--- src/rtl/dpll_search_pkg.sv ---
package dpll_search_pkg;

    localparam int FREQ_W = 32;
    localparam int M_W    = 2;
    localparam int N_W    = 7;
    localparam int F_W    = 5;
    localparam int DEN_W  = 6;              // holds a code plus one, up to 32
    localparam int PROD_W = FREQ_W + N_W + 1;

    localparam logic [M_W-1:0] M_FIRST = 2'd0;
    localparam logic [M_W-1:0] M_LAST  = 2'd3;
    localparam logic [N_W-1:0] N_FIRST = 7'd119;
    localparam logic [N_W-1:0] N_LAST  = 7'd39;
    localparam logic [F_W-1:0] F_FIRST = 5'd1;
    localparam logic [F_W-1:0] F_LAST  = 5'd31;

    localparam logic [FREQ_W-1:0] VCO_FLOOR = 32'd1000;
    localparam logic [FREQ_W-1:0] VCO_ROOF  = 32'd2048000000;
    localparam logic [FREQ_W-1:0] OUT_ROOF  = 32'd400000000;

    typedef struct packed {
        logic [M_W-1:0]    m;
        logic [N_W-1:0]    n;
        logic [F_W-1:0]    f;
        logic [FREQ_W-1:0] freq;
        logic [FREQ_W-1:0] err;
    } pll_pick_t;

    localparam pll_pick_t NO_PICK = '{m: '0, n: '0, f: '0, freq: '0, err: '1};

    typedef enum logic [2:0] {
        ST_IDLE,
        ST_PAIR_GO,
        ST_PAIR_WAIT,
        ST_FD_GO,
        ST_FD_WAIT,
        ST_STEP,
        ST_FINISH
    } search_state_t;

    function automatic logic [FREQ_W-1:0] freq_gap(input logic [FREQ_W-1:0] a,
                                                   input logic [FREQ_W-1:0] b);
        return (a > b) ? (a - b) : (b - a);
    endfunction

endpackage

--- src/rtl/pll_seq_divider.sv ---
module pll_seq_divider #(
    parameter int NUM_W = 40,
    parameter int DEN_W = 6,
    parameter int STEPS = 8
) (
    input  logic             clk,
    input  logic             rst,
    input  logic             go,
    input  logic [NUM_W-1:0] num,
    input  logic [DEN_W-1:0] den,
    output logic [NUM_W-1:0] quot,
    output logic             valid
);
    localparam int ROUNDS = NUM_W / STEPS;
    localparam int CNT_W  = $clog2(ROUNDS + 1);

    logic [NUM_W-1:0] shq, nxt_shq;
    logic [DEN_W-1:0] rem, nxt_rem, den_q;
    logic [CNT_W-1:0] cnt;
    logic             busy, valid_q;
    logic [DEN_W:0]   ext;

    // Several restoring steps per cycle: shift in one dividend bit, subtract if it fits.
    always_comb begin
        nxt_shq = shq;
        nxt_rem = rem;
        ext     = '0;
        for (int i = 0; i < STEPS; i++) begin
            ext     = {nxt_rem, nxt_shq[NUM_W-1]};
            nxt_shq = {nxt_shq[NUM_W-2:0], 1'b0};
            if (ext >= {1'b0, den_q}) begin
                ext        = ext - {1'b0, den_q};
                nxt_shq[0] = 1'b1;
            end
            nxt_rem = ext[DEN_W-1:0];
        end
    end

    always_ff @(posedge clk) begin
        if (rst) begin
            shq     <= '0;
            rem     <= '0;
            den_q   <= '0;
            cnt     <= '0;
            busy    <= 1'b0;
            valid_q <= 1'b0;
        end else begin
            valid_q <= 1'b0;
            if (go) begin
                shq   <= num;
                rem   <= '0;
                den_q <= den;
                cnt   <= CNT_W'(ROUNDS);
                busy  <= 1'b1;
            end else if (busy) begin
                shq <= nxt_shq;
                rem <= nxt_rem;
                cnt <= cnt - CNT_W'(1);
                if (cnt == CNT_W'(1)) begin
                    busy    <= 1'b0;
                    valid_q <= 1'b1;
                end
            end
        end
    end

    assign quot  = shq;
    assign valid = valid_q;

endmodule

--- src/rtl/pll_cand_judge.sv ---
module pll_cand_judge
    import dpll_search_pkg::*;
#(
    parameter int Q_W = 40
) (
    input  logic [Q_W-1:0]    quot,
    input  logic [FREQ_W-1:0] target,
    input  logic [FREQ_W-1:0] best_err,
    output logic              pair_ok,
    output logic              cand_ok,
    output logic [FREQ_W-1:0] gap
);
    logic below_roof;

    always_comb begin
        pair_ok    = (quot >= Q_W'(VCO_FLOOR)) && (quot <= Q_W'(VCO_ROOF));
        below_roof = quot < Q_W'(OUT_ROOF);
        gap        = freq_gap(quot[FREQ_W-1:0], target);
        cand_ok    = below_roof && (gap < best_err);
    end

endmodule

--- src/rtl/dpll_search_engine.sv ---
module dpll_search_engine
    import dpll_search_pkg::*;
#(
    parameter int DIV_STEPS = 8
) (
    input  logic              clk,
    input  logic              rst,
    input  logic              start,
    input  logic [FREQ_W-1:0] fin_hz,
    input  logic [FREQ_W-1:0] target_hz,
    output logic [M_W-1:0]    m_code,
    output logic [N_W-1:0]    n_code,
    output logic [F_W-1:0]    fdpll_code,
    output logic [FREQ_W-1:0] fout_hz,
    output logic [FREQ_W-1:0] err_hz,
    output logic              done
);
    localparam int Q_W = ((PROD_W + DIV_STEPS - 1) / DIV_STEPS) * DIV_STEPS;

    search_state_t     state;
    logic [FREQ_W-1:0] fin_q, tgt_q;
    logic [M_W-1:0]    m_q;
    logic [N_W-1:0]    n_q;
    logic [F_W-1:0]    f_q;
    logic [Q_W-1:0]    vco_q;
    pll_pick_t         best, res;
    logic              done_q;
    logic              idle;

    logic              div_go, div_valid, in_pair;
    logic [Q_W-1:0]    div_num, div_quot;
    logic [DEN_W-1:0]  div_den;
    logic [N_W:0]      n_plus;
    logic              pair_ok, cand_ok;
    logic [FREQ_W-1:0] gap;

    assign idle    = (state == ST_IDLE);
    assign in_pair = (state == ST_PAIR_GO);
    assign div_go  = in_pair || (state == ST_FD_GO);
    assign n_plus  = {1'b0, n_q} + (N_W+1)'(1);
    assign div_num = in_pair ? (Q_W'(fin_q) * Q_W'(n_plus)) : vco_q;
    assign div_den = in_pair ? (DEN_W'(m_q) + DEN_W'(1)) : (DEN_W'(f_q) + DEN_W'(1));

    pll_seq_divider #(.NUM_W(Q_W), .DEN_W(DEN_W), .STEPS(DIV_STEPS)) u_div (
        .clk   (clk),
        .rst   (rst),
        .go    (div_go),
        .num   (div_num),
        .den   (div_den),
        .quot  (div_quot),
        .valid (div_valid)
    );

    pll_cand_judge #(.Q_W(Q_W)) u_judge (
        .quot     (div_quot),
        .target   (tgt_q),
        .best_err (best.err),
        .pair_ok  (pair_ok),
        .cand_ok  (cand_ok),
        .gap      (gap)
    );

    always_ff @(posedge clk) begin
        if (rst) begin
            state  <= ST_IDLE;
            fin_q  <= '0;
            tgt_q  <= '0;
            m_q    <= '0;
            n_q    <= '0;
            f_q    <= '0;
            vco_q  <= '0;
            best   <= NO_PICK;
            res    <= NO_PICK;
            done_q <= 1'b0;
        end else begin
            done_q <= 1'b0;
            case (state)
                ST_IDLE: begin
                    if (start) begin
                        fin_q <= fin_hz;
                        tgt_q <= target_hz;
                        m_q   <= M_FIRST;
                        n_q   <= N_FIRST;
                        best  <= NO_PICK;
                        state <= ST_PAIR_GO;
                    end
                end
                ST_PAIR_GO: state <= ST_PAIR_WAIT;
                ST_PAIR_WAIT: begin
                    if (div_valid) begin
                        vco_q <= div_quot;
                        if (pair_ok) begin
                            f_q   <= F_FIRST;
                            state <= ST_FD_GO;
                        end else begin
                            state <= ST_STEP;
                        end
                    end
                end
                ST_FD_GO: state <= ST_FD_WAIT;
                ST_FD_WAIT: begin
                    if (div_valid) begin
                        if (cand_ok) begin
                            best <= '{m: m_q, n: n_q, f: f_q,
                                      freq: div_quot[FREQ_W-1:0], err: gap};
                        end
                        if (f_q == F_LAST) begin
                            state <= ST_STEP;
                        end else begin
                            f_q   <= f_q + F_W'(1);
                            state <= ST_FD_GO;
                        end
                    end
                end
                ST_STEP: begin
                    if (n_q == N_LAST) begin
                        if (m_q == M_LAST) begin
                            state <= ST_FINISH;
                        end else begin
                            m_q   <= m_q + M_W'(1);
                            n_q   <= N_FIRST;
                            state <= ST_PAIR_GO;
                        end
                    end else begin
                        n_q   <= n_q - N_W'(1);
                        state <= ST_PAIR_GO;
                    end
                end
                ST_FINISH: begin
                    res    <= best;
                    done_q <= 1'b1;
                    state  <= ST_IDLE;
                end
                default: state <= ST_IDLE;
            endcase
        end
    end

    assign m_code     = res.m;
    assign n_code     = res.n;
    assign fdpll_code = res.f;
    assign fout_hz    = res.freq;
    assign err_hz     = res.err;
    assign done       = done_q;

endmodule

--- config.mk ---
export PLATFORM = sky130hd
export DESIGN_NAME = dpll_search_engine
export DESIGN_NICKNAME = d
export VERILOG_FILES = /design/src/rtl/dpll_search_pkg.sv /design/src/rtl/pll_seq_divider.sv /design/src/rtl/pll_cand_judge.sv /design/src/rtl/dpll_search_engine.sv
export SDC_FILE = /design/constraint.sdc
export NUM_CORES = 2
export LEC_CHECK = 0
export ABC_AREA = 1
export BUFFER_PORTS_ARGS = -buffer_cell sky130_fd_sc_hd__buf_2
export CAP_MARGIN = 20
export CORE_MARGIN = 2
export CORE_UTILIZATION = 40
export DETAILED_ROUTE_END_ITERATION = 16
export GPL_TIMING_DRIVEN = 1
export PLACE_DENSITY = 0.62
export SLEW_MARGIN = 20
export SYNTH_ARGS = -nofsm -noshare
export SYNTH_HDL_FRONTEND = slang
export SYNTH_SLANG_ARGS = --single-unit
--- constraint.sdc ---
create_clock -name clk -period 14.8 [get_ports clk]
set_input_delay 1.48 -clock clk [delete_from_list [all_inputs] [get_ports clk]]
set_output_delay 1.48 -clock clk [all_outputs]
set_load 0.02 [all_outputs]
==> flow_metrics.py <==
metrics = {
    "floorplanning": {
        "core_area_um2": 67000,
        "rows": 95,
        "die_h_um": 264,
        "die-area_um2": 69600,
        "die_x_um": 264,
        "ioPinCount": 146,
        "initial_core_util": 0.403,
    },
    "clock_network": {
        "numCtsBuffers": 40,
        "clk_path_buf_depth": 3,
        "cts_sinks": 335,
        "cts_tree": "yes",
        "cts_max_level": 2,
        "insertion_delay_ns": 0.57,
        "clk_pin_slew_worst_paths_ns": 0.06,
        "clock-root-buffer": "clkbuf_16",
        "ctsHoldBuffers": 0,
    },
    "layout": {
        "area_growth_pct": 11.4,
        "layout_commonest_cell": "nand2_1",
        "fin_nets": 4248,
        "layout_common_cells": "633 x nand2_1, 587 x inv_1, 354 x a21oi_1, 348 x o21ai_0, 335 x dfxtp_1",
        "layout-drive-gt1-share": 0.0873,
        "fin_util": 0.449,
        "antenna_cells": 0,
    },
    "drt": {
        "ant_nets": 0,
        "dr.pass1.iters": 5,
        "wl_per_cell_um": 18.1,
        "route.detailed.drc": 0,
        "routed_wl_mm": 84.7,
        "viasPerCell": 5.33,
        "vias": 24969,
        "drtIter0Drc": 1927,
    },
    "grt": {
        "grt_pass1_wl_mm": 136,
        "grt_pass1_vias": 24100,
        "grtUsageTotal": 0.241,
        "grt_max_degree": 112,
        "antenna_found_initial": 0,
        "grt-ovfl-total": 0,
    },
    "setup_path": {
        "startpoint_type": "flip-flop",
        "path_common_cell": "nand2_1",
        "cp_slowest_cell": "ha_1",
        "cp_slowest_stage_delay_ns": 0.36,
        "worstPathMaxFanout": 12,
        "cp.required_ns": 15.23,
        "cp-end-kind": "flip-flop",
        "reg2reg_slack_ns": 1.47,
        "arrival_ns": 13.76,
        "worst-setup-path-type": "flip-flop to flip-flop",
    },
    "timing": {
        "report.final.slew_viol_count": 0,
        "finalHoldViolCount": 0,
        "fin_setup_tns_ns": 0,
        "finClkSkew_ns": 0.0107,
        "fmax_mhz": 75.0,
        "tightest_slew_ns": 0.999,
        "period_share": 0.901,
        "setup_viol": 0,
        "rsz0062_at_grt": "no",
        "min_period_ns": 13.33,
        "relSlewSlack": 0.334,
    },
    "synth": {
        "yosysWarnings": 0,
        "synthCells": 3708,
        "synth_cell_types": 56,
        "ys_seq_area_frac": 0.248,
        "yosysTopAreaCell": "dfxtp_1",
        "synth_top_cell_area_share": 0.248,
        "synth_area_um2": 27000,
        "synth_ff_type": "dfxtp_1",
        "avgSynthCellArea_um2": 7.28,
        "ys_ff_latch": 335,
        "netlist_top_cells_area": "dfxtp_1 25%, fa_1 14%, ha_1 9.7%",
        "synth_edf_count": 0,
        "async_flop_share": 0,
        "syn_nets": 4174,
    },
    "placement": {
        "dp_hpwl_mm": 64.3,
        "routabilityCongestion": 0.975,
        "portBuffers": 145,
    },
    "job": {
        "cap_violations": 0,
    },
    "min_path": {
        "hp-class": "flip-flop to flip-flop",
    },
    "outcome": {
        "status": "finished clean",
    },
}
final cells by class:
cell class,instances,area [um^2]
Sequential cell,335,6710
Timing Repair Buffer,191,1080
Inverter,595,2240
Clock buffer,54,1130
Fill cell,6923,37000
Multi-Input combinational cell,2619,17500
Tap cell,873,1090
Clock inverter,20,302
flip-flops by register name (all words and copies together) (netlist names), 6 cells and up:
signal / count
best: 78
u_div.quot: 40
vco_q: 40
err_hz: 32
fin_q: 32
fout_hz: 32
tgt_q: 32
n_code: 7
n_q: 7
u_div.den_q: 6
u_div.rem: 6
final timing paths:
kind	from	endpoint	cells past startpoint
worst max-delay path	u_div.den_q[1]$_SDFFE_PP0N_	u_div.rem[4]$_SDFFE_PP0P_	90
worst min-delay path	best[62]$_SDFFE_PP0P_	best[62]$_SDFFE_PP0P_	2
worst max register to register	u_div.den_q[1]$_SDFFE_PP0N_	u_div.rem[4]$_SDFFE_PP0P_	90
worst min register to register	best[62]$_SDFFE_PP0P_	best[62]$_SDFFE_PP0P_	2
synth_stat cells (all sizes together) (5+ instances only):
cell type / number
o21ai: 352
dfxtp: 335
o211ai: 44
a31oi: 70
o21bai: 5
nand4: 66
o22ai: 7
o221ai: 8
a221oi: 10
nor3: 24
or2: 26
fa: 190
a211oi: 9
o21a: 13
a21o: 12
a21oi: 358
xnor2: 26
nand2: 645
nor4: 12
o2111ai: 6
clkbuf: 148
xor2: 48
ha: 209
inv: 593
nand3: 157
nor2: 290
buf: 11
logic make-up (layout without fill, tap and decap cells):
logic type	after synthesis	in the layout	share of synthesized area
xor gates and xnor gates	74	74	0.0240
buffers and inverters	754	860	0.105
AOI/OAI and AO/OA	921	921	0.189
adders and majority gates	399	399	0.238
DFF	335	335	0.248
and+or+nand+nor	1221	1221	0.194
muxes	4	4	0.00148
per-stage QoR:
step | cell area (um^2) | hold WS [ns] | cells | setup WS (ns)
floorplan | 27000 | 0.416 | 3708 | 2.48
global placement | 28600 | 0.427 | 4606 | 1.25
detailed placement | 28600 | 0.433 | 4606 | 1.08
CTS | 30000 | 0.443 | 4680 | 1.08
global route | 30100 | 0.456 | 4687 | 0.0881
finish | 30100 | 0.442 | 4687 | 1.47
per-layer routing:
| metal | track usage | wire (um) |
|---|---|---|
| met1 | 0.345 | 39900 |
| met2 | 0.382 | 37300 |
| met3 | 0.0275 | 4940 |
| met4 | 0.0736 | 2520 |
| met5 | 0 | 0 |
worst max-delay path: cells and delay by family, from the launching register on:
family                   cells  cell delay, ns
AO/OA/AOI/OAI               27            4.34
adder cells (fa/ha/maj)      8            2.67
buffers and inverters       17            1.48
flip-flops                   1            0.31
AND/OR/NAND/NOR             38            4.34
timing repair:
item,in CTS,in global routing
setup endpoints to repair,0,7
setup buffers,0,6
gates resized for setup,0,4
Power is not shown: default switching activity piles up to over one toggle a cycle in this logic, so the estimate is an artifact.
